[config.mk]
export PLATFORM = sky130hd
export DESIGN_NAME = mdio_mgmt_master
export DESIGN_NICKNAME = d
export VERILOG_FILES = /design/src/rtl/mdio_mgmt_pkg.sv /design/src/rtl/mdio_mdc_gen.sv /design/src/rtl/mdio_frame_eng.sv /design/src/rtl/mdio_mgmt_master.sv
export SDC_FILE = /design/constraint.sdc
export NUM_CORES = 1
export LEC_CHECK = 0
export ABC_AREA = 1
export BUFFER_PORTS_ARGS = -buffer_cell sky130_fd_sc_hd__buf_2
export CAP_MARGIN = 0
export CORE_MARGIN = 3
export CORE_UTILIZATION = 58
export CTS_CLUSTER_SIZE = 28
export DETAILED_ROUTE_END_ITERATION = 8
export GPL_TIMING_DRIVEN = 0
export HOLD_SLACK_MARGIN = 0.08
export PLACE_DENSITY = 0.76
export RECOVER_POWER = 100
export SLEW_MARGIN = 5
export SYNTH_ARGS = -nofsm -noshare
export SYNTH_HDL_FRONTEND = slang
export SYNTH_SLANG_ARGS = --single-unit
export TNS_END_PERCENT = 5
[constraint.sdc]
create_clock -name clk -period 1.9 [get_ports clk]
set_input_delay 0.19 -clock clk [delete_from_list [all_inputs] [get_ports clk]]
set_output_delay 0.19 -clock clk [all_outputs]
set_load 0.005 [all_outputs]
[src/rtl/mdio_mgmt_pkg.sv]
`timescale 1ns/1ps
package mdio_mgmt_pkg;
  // word indexes of the register map (byte offset / 4)
  localparam int WIDX_CFG  = 0;
  localparam int WIDX_CMD  = 1;
  localparam int WIDX_ADR  = 2;
  localparam int WIDX_WDAT = 3;
  localparam int WIDX_RDAT = 4;
  localparam int WIDX_IND  = 5;

  localparam int FIELD_AW = 5;   // PHY address and register number width

  localparam logic [1:0] FRM_SOF   = 2'b01;
  localparam logic [1:0] FRM_OP_WR = 2'b01;
  localparam logic [1:0] FRM_OP_RD = 2'b10;
  localparam logic [1:0] FRM_TA_WR = 2'b10;
endpackage

[src/rtl/mdio_mdc_gen.sv]
`timescale 1ns/1ps
module mdio_mdc_gen #(
  parameter int SEL_W = 3,
  parameter int UNIT  = 4
) (
  input  logic             clk,
  input  logic             rst,
  input  logic             en,
  input  logic [SEL_W-1:0] sel,
  output logic             mdc,
  output logic             rise_stb,
  output logic             fall_stb
);
  localparam int CNT_W = $clog2((2**SEL_W) * UNIT);

  logic [CNT_W-1:0] cnt;
  logic [CNT_W-1:0] half_m1;
  logic             wrap;

  assign half_m1  = CNT_W'((int'(sel) + 1) * UNIT - 1);
  assign wrap     = en && (cnt == half_m1);
  assign rise_stb = wrap && !mdc;
  assign fall_stb = wrap && mdc;

  always_ff @(posedge clk) begin
    if (rst || !en) begin
      cnt <= '0;
      mdc <= 1'b0;
    end else if (wrap) begin
      cnt <= '0;
      mdc <= ~mdc;
    end else begin
      cnt <= cnt + 1'b1;
    end
  end
endmodule

[src/rtl/mdio_frame_eng.sv]
`timescale 1ns/1ps
module mdio_frame_eng
  import mdio_mgmt_pkg::*;
#(
  parameter int PRE_BITS = 32,
  parameter int DATA_W   = 16
) (
  input  logic                clk,
  input  logic                rst,
  input  logic                abort,
  input  logic                start,
  input  logic                start_rd,
  input  logic [FIELD_AW-1:0] phy,
  input  logic [FIELD_AW-1:0] regn,
  input  logic [DATA_W-1:0]   wdata,
  input  logic                rise_stb,
  input  logic                fall_stb,
  input  logic                mdio_i,
  output logic                busy,
  output logic                not_valid,
  output logic                mdio_o,
  output logic                mdio_oe,
  output logic [DATA_W-1:0]   rd_data
);
  localparam int HDR_BITS   = PRE_BITS + 4 + 2 * FIELD_AW;
  localparam int FRAME_BITS = HDR_BITS + 2 + DATA_W;
  localparam int DATA_START = FRAME_BITS - DATA_W;
  localparam int BIT_W      = $clog2(FRAME_BITS);

  logic [FRAME_BITS-1:0] shreg;
  logic [FRAME_BITS-1:0] frame;
  logic [BIT_W-1:0]      idx;
  logic                  is_rd;
  logic [DATA_W-1:0]     cap;

  // read frames carry no payload; the released bits are don't-care
  assign frame = start_rd
      ? {{PRE_BITS{1'b1}}, FRM_SOF, FRM_OP_RD, phy, regn, 2'b00, {DATA_W{1'b0}}}
      : {{PRE_BITS{1'b1}}, FRM_SOF, FRM_OP_WR, phy, regn, FRM_TA_WR, wdata};

  assign mdio_o = shreg[FRAME_BITS-1];

  always_ff @(posedge clk) begin
    if (rst) begin
      shreg     <= '0;
      idx       <= '0;
      is_rd     <= 1'b0;
      busy      <= 1'b0;
      not_valid <= 1'b0;
      mdio_oe   <= 1'b0;
      cap       <= '0;
      rd_data   <= '0;
    end else if (abort) begin
      idx       <= '0;
      busy      <= 1'b0;
      not_valid <= 1'b0;
      mdio_oe   <= 1'b0;
    end else if (start) begin
      shreg     <= frame;
      idx       <= '0;
      is_rd     <= start_rd;
      busy      <= 1'b1;
      not_valid <= start_rd;
      mdio_oe   <= 1'b1;
    end else if (busy) begin
      if (rise_stb && is_rd && idx >= BIT_W'(DATA_START))
        cap <= {cap[DATA_W-2:0], mdio_i};
      if (fall_stb) begin
        if (idx == BIT_W'(FRAME_BITS - 1)) begin
          busy    <= 1'b0;
          mdio_oe <= 1'b0;
          if (is_rd) begin
            rd_data   <= cap;
            not_valid <= 1'b0;
          end
        end else begin
          shreg <= {shreg[FRAME_BITS-2:0], 1'b0};
          idx   <= idx + 1'b1;
          if (is_rd && idx == BIT_W'(HDR_BITS - 1))
            mdio_oe <= 1'b0;
        end
      end
    end
  end
endmodule

[src/rtl/mdio_mgmt_master.sv]
`timescale 1ns/1ps
module mdio_mgmt_master
  import mdio_mgmt_pkg::*;
#(
  parameter int BUS_AW    = 5,
  parameter int PRE_BITS  = 32,
  parameter int DIV_SEL_W = 3,
  parameter int DIV_UNIT  = 4,
  parameter int DIV_INIT  = 7
) (
  input  logic              clk,
  input  logic              rst,
  input  logic              reg_we,
  input  logic [BUS_AW-1:0] reg_addr,
  input  logic [31:0]       reg_wdata,
  output logic [31:0]       reg_rdata,
  output logic              mdc_o,
  output logic              mdio_o,
  output logic              mdio_oe,
  input  logic              mdio_i
);
  localparam int IDX_W  = BUS_AW - 2;
  localparam int DATA_W = 16;

  logic [IDX_W-1:0]     widx;
  logic                 cfg_rst_q;
  logic [DIV_SEL_W-1:0] cfg_div_q;
  logic                 cmd_rd_q;
  logic [FIELD_AW-1:0]  phy_q;
  logic [FIELD_AW-1:0]  regn_q;
  logic [DATA_W-1:0]    wdat_q;
  logic                 eng_busy;
  logic                 eng_nv;
  logic [DATA_W-1:0]    eng_rdata;
  logic                 rise_stb;
  logic                 fall_stb;
  logic                 may_write;
  logic                 start_wr;
  logic                 start_rd;
  logic                 unused_bits;

  assign widx      = reg_addr[BUS_AW-1:2];
  assign may_write = reg_we && !eng_busy;
  assign start_wr  = may_write && !cfg_rst_q && widx == IDX_W'(WIDX_WDAT);
  assign start_rd  = may_write && !cfg_rst_q && widx == IDX_W'(WIDX_CMD)
                     && reg_wdata[0] && !cmd_rd_q;
  assign unused_bits = ^{reg_wdata[30:16], reg_addr[1:0]};

  always_ff @(posedge clk) begin
    if (rst) begin
      cfg_rst_q <= 1'b0;
      cfg_div_q <= DIV_SEL_W'(DIV_INIT);
      cmd_rd_q  <= 1'b0;
      phy_q     <= '0;
      regn_q    <= '0;
      wdat_q    <= '0;
    end else begin
      if (reg_we && widx == IDX_W'(WIDX_CFG)) begin
        cfg_rst_q <= reg_wdata[31];
        cfg_div_q <= reg_wdata[DIV_SEL_W-1:0];
      end
      if (may_write && widx == IDX_W'(WIDX_CMD))
        cmd_rd_q <= reg_wdata[0];
      if (may_write && widx == IDX_W'(WIDX_ADR)) begin
        phy_q  <= reg_wdata[8+FIELD_AW-1:8];
        regn_q <= reg_wdata[FIELD_AW-1:0];
      end
      if (may_write && widx == IDX_W'(WIDX_WDAT))
        wdat_q <= reg_wdata[DATA_W-1:0];
    end
  end

  always_ff @(posedge clk) begin
    if (rst) begin
      reg_rdata <= '0;
    end else begin
      case (widx)
        IDX_W'(WIDX_CFG):  reg_rdata <= {cfg_rst_q, {(31-DIV_SEL_W){1'b0}}, cfg_div_q};
        IDX_W'(WIDX_CMD):  reg_rdata <= {31'b0, cmd_rd_q};
        IDX_W'(WIDX_ADR):  reg_rdata <= 32'({phy_q, 3'b000, regn_q});
        IDX_W'(WIDX_WDAT): reg_rdata <= 32'(wdat_q);
        IDX_W'(WIDX_RDAT): reg_rdata <= 32'(eng_rdata);
        IDX_W'(WIDX_IND):  reg_rdata <= {29'b0, eng_nv, 1'b0, eng_busy};
        default:           reg_rdata <= '0;
      endcase
    end
  end

  mdio_mdc_gen #(
    .SEL_W (DIV_SEL_W),
    .UNIT  (DIV_UNIT)
  ) u_mdc (
    .clk      (clk),
    .rst      (rst),
    .en       (eng_busy),
    .sel      (cfg_div_q),
    .mdc      (mdc_o),
    .rise_stb (rise_stb),
    .fall_stb (fall_stb)
  );

  mdio_frame_eng #(
    .PRE_BITS (PRE_BITS),
    .DATA_W   (DATA_W)
  ) u_eng (
    .clk       (clk),
    .rst       (rst),
    .abort     (cfg_rst_q),
    .start     (start_wr || start_rd),
    .start_rd  (start_rd),
    .phy       (phy_q),
    .regn      (regn_q),
    .wdata     (reg_wdata[DATA_W-1:0]),
    .rise_stb  (rise_stb),
    .fall_stb  (fall_stb),
    .mdio_i    (mdio_i),
    .busy      (eng_busy),
    .not_valid (eng_nv),
    .mdio_o    (mdio_o),
    .mdio_oe   (mdio_oe),
    .rd_data   (eng_rdata)
  );
endmodule

==> reports/qor.csv <==
stage,metric,value,unit
power_and_ir_drop,clock share of power,47.3,%
timing,clock skew,0.008778,ns
routing,drt drc,0,
worst_setup_path,Worst setup SP type,flip-flop,
finish,area of the multi-input gates,0.003112,mm2
place,Placed Area,0.007118,mm2
logic_synthesis,Netlist cell types,37,
power_and_ir_drop,Psw,1.743,mW
power_and_ir_drop,VDD IR max,0.7695,mV
logic_synthesis,Synth Flop Type,dfxtp_1,
logic_synthesis,Simple-Gate Fraction of Synth Area,29.71,%
finish,Synth-to-Final Area Change,24.91,%
power_and_ir_drop,Internal,5.995,mW
routing,vias per std cell,5.229,
worst_setup_path,CP Capture Type,flip-flop,
place,Detailed Place HPWL,11.30,mm
clocking,clk buf depth,2,
logic_synthesis,largest family of logic cells by synthesized area,simple AND/OR/NAND/NOR gates,
finish,layout cells sized above 1,17.31,%
finish,ANT cells,0,
place,IO Port Bufs,43,
logic_synthesis,Syn. warnings,0,
floorplanning,die width,113.3,um
timing,"Setup violations, final",4,
place,"worst slack, placed",-0.2538,ns
routing,initial DRC count,572,
worst_setup_path,kind of critical path,reg2reg,
clocking,Root Driver,clkbuf_16,
clocking,H-tree depth,4,
floorplanning,core footprint,0.01103,mm2
power_and_ir_drop,Net Sw Frac,22.52,%
logic_synthesis,cell area after synthesis,0.006675,mm2
timing,Hold Fails Final Rpt,0,
place,dpl cells,1127,
timing,Setup TNS,-0.03670,ns
outcome,failing checks,negative setup slack,
timing,pins over their slew limit,0,
finish,fillers,860,
logic_synthesis,Cells after Synth,930,
worst_setup_path,worst path required time,2.22,ns
timing,crit path time final,1.921,ns
finish,Final Cell Area,0.008338,mm2
floorplanning,Die ar.,0.01283,mm2
clocking,Worst-path clk slew,0.06,ns
floorplanning,Starting Density,60.51,%
routing,DRT Pass-1 Iters,5,
grt,Global Route Usage Sum,27.61,%
finish,final net count,1090,
routing,final wirelength,17.39,mm
clocking,CTS tree,yes,
timing,fin worst setup slack,-0.02094,ns
logic_synthesis,number of synthesized flops with an enable pin,0,
min_path,Hold Path Class,in2reg,
grt,largest net degree at the start of global routing,17,
timing,fin crit share,101.1,%
timing,RSZ-0062 raised after global routing,yes,
power_and_ir_drop,Power Dens Cells,928.1,mW/mm2
logic_synthesis,syn_area_per_cell,7.178,um2
floorplanning,io pins,76,
clocking,clock latency reported for the late side of the worst-skew pair,0.43,ns
grt,global-route wire length before repair,28.12,mm
finish,Reg area,0.003214,mm2
clocking,CTS Buf Count,17,
logic_synthesis,Synth Area in XOR/XNOR,0.3936,%
floorplanning,# rows,38,
power_and_ir_drop,Seq pwr share,45.3,%
worst_setup_path,critical path data arrival time,2.25,ns
finish,Final Util,75.59,%
timing,FMAX,520.6,MHz
timing,worst-margin pin slew,0.6668,ns
logic_synthesis,post-synthesis sequential area ratio,47.99,%
flow_run,max_cap viols,0,
grt,initial antenna violation count,0,
power_and_ir_drop,Pleak,3.540,nW
logic_synthesis,fraction of the mapped netlist area in adder cells,0.7498,%
floorplanning,die height,113.3,um
routing,post-DR wirelength/cell,14.52,um
grt,grt ovf,0,
finish,Finished Layout Cells,1197,
power_and_ir_drop,combinational cell fraction of total power,7.4,%
grt,vias in the first global route,5730,
place,routability cong.,0.8503,
worst_setup_path,Critical Path Fanout Max,8,
timing,slew margin rel.,55.55,%
routing,remaining antenna violation count,0,
clocking,Clock Sinks,160,
logic_synthesis,post-synthesis register bit count,160,
outcome,outcome,finished with violations,
logic_synthesis,post-synthesis mux area share,0,%
timing,Hold WS,0.1026,ns
logic_synthesis,async set-or-reset flop fraction in the synthesized netlist,0,%
routing,Vias,6259,
logic_synthesis,Compound-Gate Fraction of Synth Area,12.09,%
power_and_ir_drop,total power,7.738,mW
-- path summary, 6_finish.rpt --
| check | from | endpoint | slack [ns] | cells after the start |
|---|---|---|---|---|
| max | cfg_div_q[0] | u_eng.shreg[7] | -0.02 | 14 |
| min reg2reg | u_mdc.cnt[0] | u_mdc.cnt[0] | 0.45 | 1 |
| min | reg_wdata[11] | phy_q[3] | 0.10 | 3 |
| max reg2reg | cfg_div_q[0] | u_eng.shreg[7] | -0.02 | 14 |
-- cell type report --
cell class                 count  area share (%)
sequential                   160           38.55
multi-input combinational    655           37.32
timing repair buffer          83           6.693
clock buffer                  21           5.762
buffer                        58           4.472
inverter                      70           3.226
tap                          140           2.101
clock inverter                10           1.876
-- critical path: stages, from the launching register on --
cell     delay [ns]
dfxtp_4        0.35
ha_4           0.28
inv_2          0.03
nand2_2        0.07
nand2_2        0.08
nand2_4        0.10
nand3_4        0.09
nor2_4         0.14
nor2_4         0.06
nor2_4         0.19
buf_8          0.18
buf_6          0.12
nand2_4        0.04
nand2_2        0.05
nor2_1         0.05
-- synth_stat cells, types with 3 or more instances --
cell type | instances | area (um2)
nand2_1 | 221 | 829.6
dfxtp_1 | 160 | 3203
nand3_2 | 5 | 50.05
a31oi_1 | 6 | 37.54
a221oi_1 | 3 | 26.28
buf_2 | 14 | 70.07
nor2_1 | 200 | 750.7
nand4_1 | 4 | 25.02
buf_4 | 16 | 120.1
nor2_4 | 6 | 67.56
nor2_2 | 3 | 18.77
inv_1 | 65 | 244.0
a21oi_1 | 46 | 230.2
nor3_1 | 19 | 95.09
clkbuf_1 | 24 | 90.09
buf_6 | 5 | 56.30
ha_1 | 4 | 50.05
o21ai_1 | 18 | 90.09
nand3_1 | 14 | 70.07
o21ai_0 | 73 | 365.4
-- cells by family after synthesis --
logic type	count (synthesis)
other cells	1
flops	160
xor+xnor	3
compound gates	154
simple gates	479
fa+ha+maj	4
buf+inv	129
-- routing by layer --
layer  vias to the layer above  share of wire (%)  GRT usage [%]  wire length, um
met3                        53                6.6          5.989             1141
met5                         -                  0              0                0
li1                       3139                  -              -                -
met1                      2832                 43          35.28             7454
met2                       235                 48          45.38             8283
met4                         0                2.9          11.38              507
-- power groups by stage --
stage	Sequential (mW)	Clock, mW	Combinational (mW)
3_3_place_gp	3.57	0	0.479
2_1_floorplan	3.56	0	0.347
4_1_cts	3.50	3.69	0.540
6_report	3.51	3.66	0.573
3_5_place_dp	3.58	0	0.486
5_1_grt	3.52	3.83	0.643
-- cell usage in the layout, fill, tap and decap left out, types with 7 or more instances in the layout --
cell type,Yosys,final
dfxtp_1,160,153
conb_1,1,15
clkbuf_16,0,17
nand2_1,221,212
o21ai_1,18,21
nor2_2,3,8
buf_6,5,14
buf_4,16,36
nand3_1,14,14
nor2_4,6,11
o21ai_0,73,69
a21oi_1,46,46
inv_1,65,64
buf_2,14,40
nand2_2,1,7
clkbuf_1,24,34
nor3_1,19,13
dlygate4sd3_1,0,16
nor2_1,200,190
-- repair_timing --
action                                  CTS  global route
cloned                                    4             1
endpoints found under the setup margin   97           117
pin swaps                                14            39
hold endpoints to repair                 20             0
gates resized for setup                  37            50
hold buffers                             16             0
setup buffers                            13             6
-- flip-flops by register name, indices dropped and copies added, names as in the netlist, 6 cells and up --
register and count:
reg_rdata 17, wdat_q 16, u_eng.cap 16, u_eng.shreg 64
u_eng.rd_data 16, u_eng.idx 6
(Power assumes the default switching activity.)
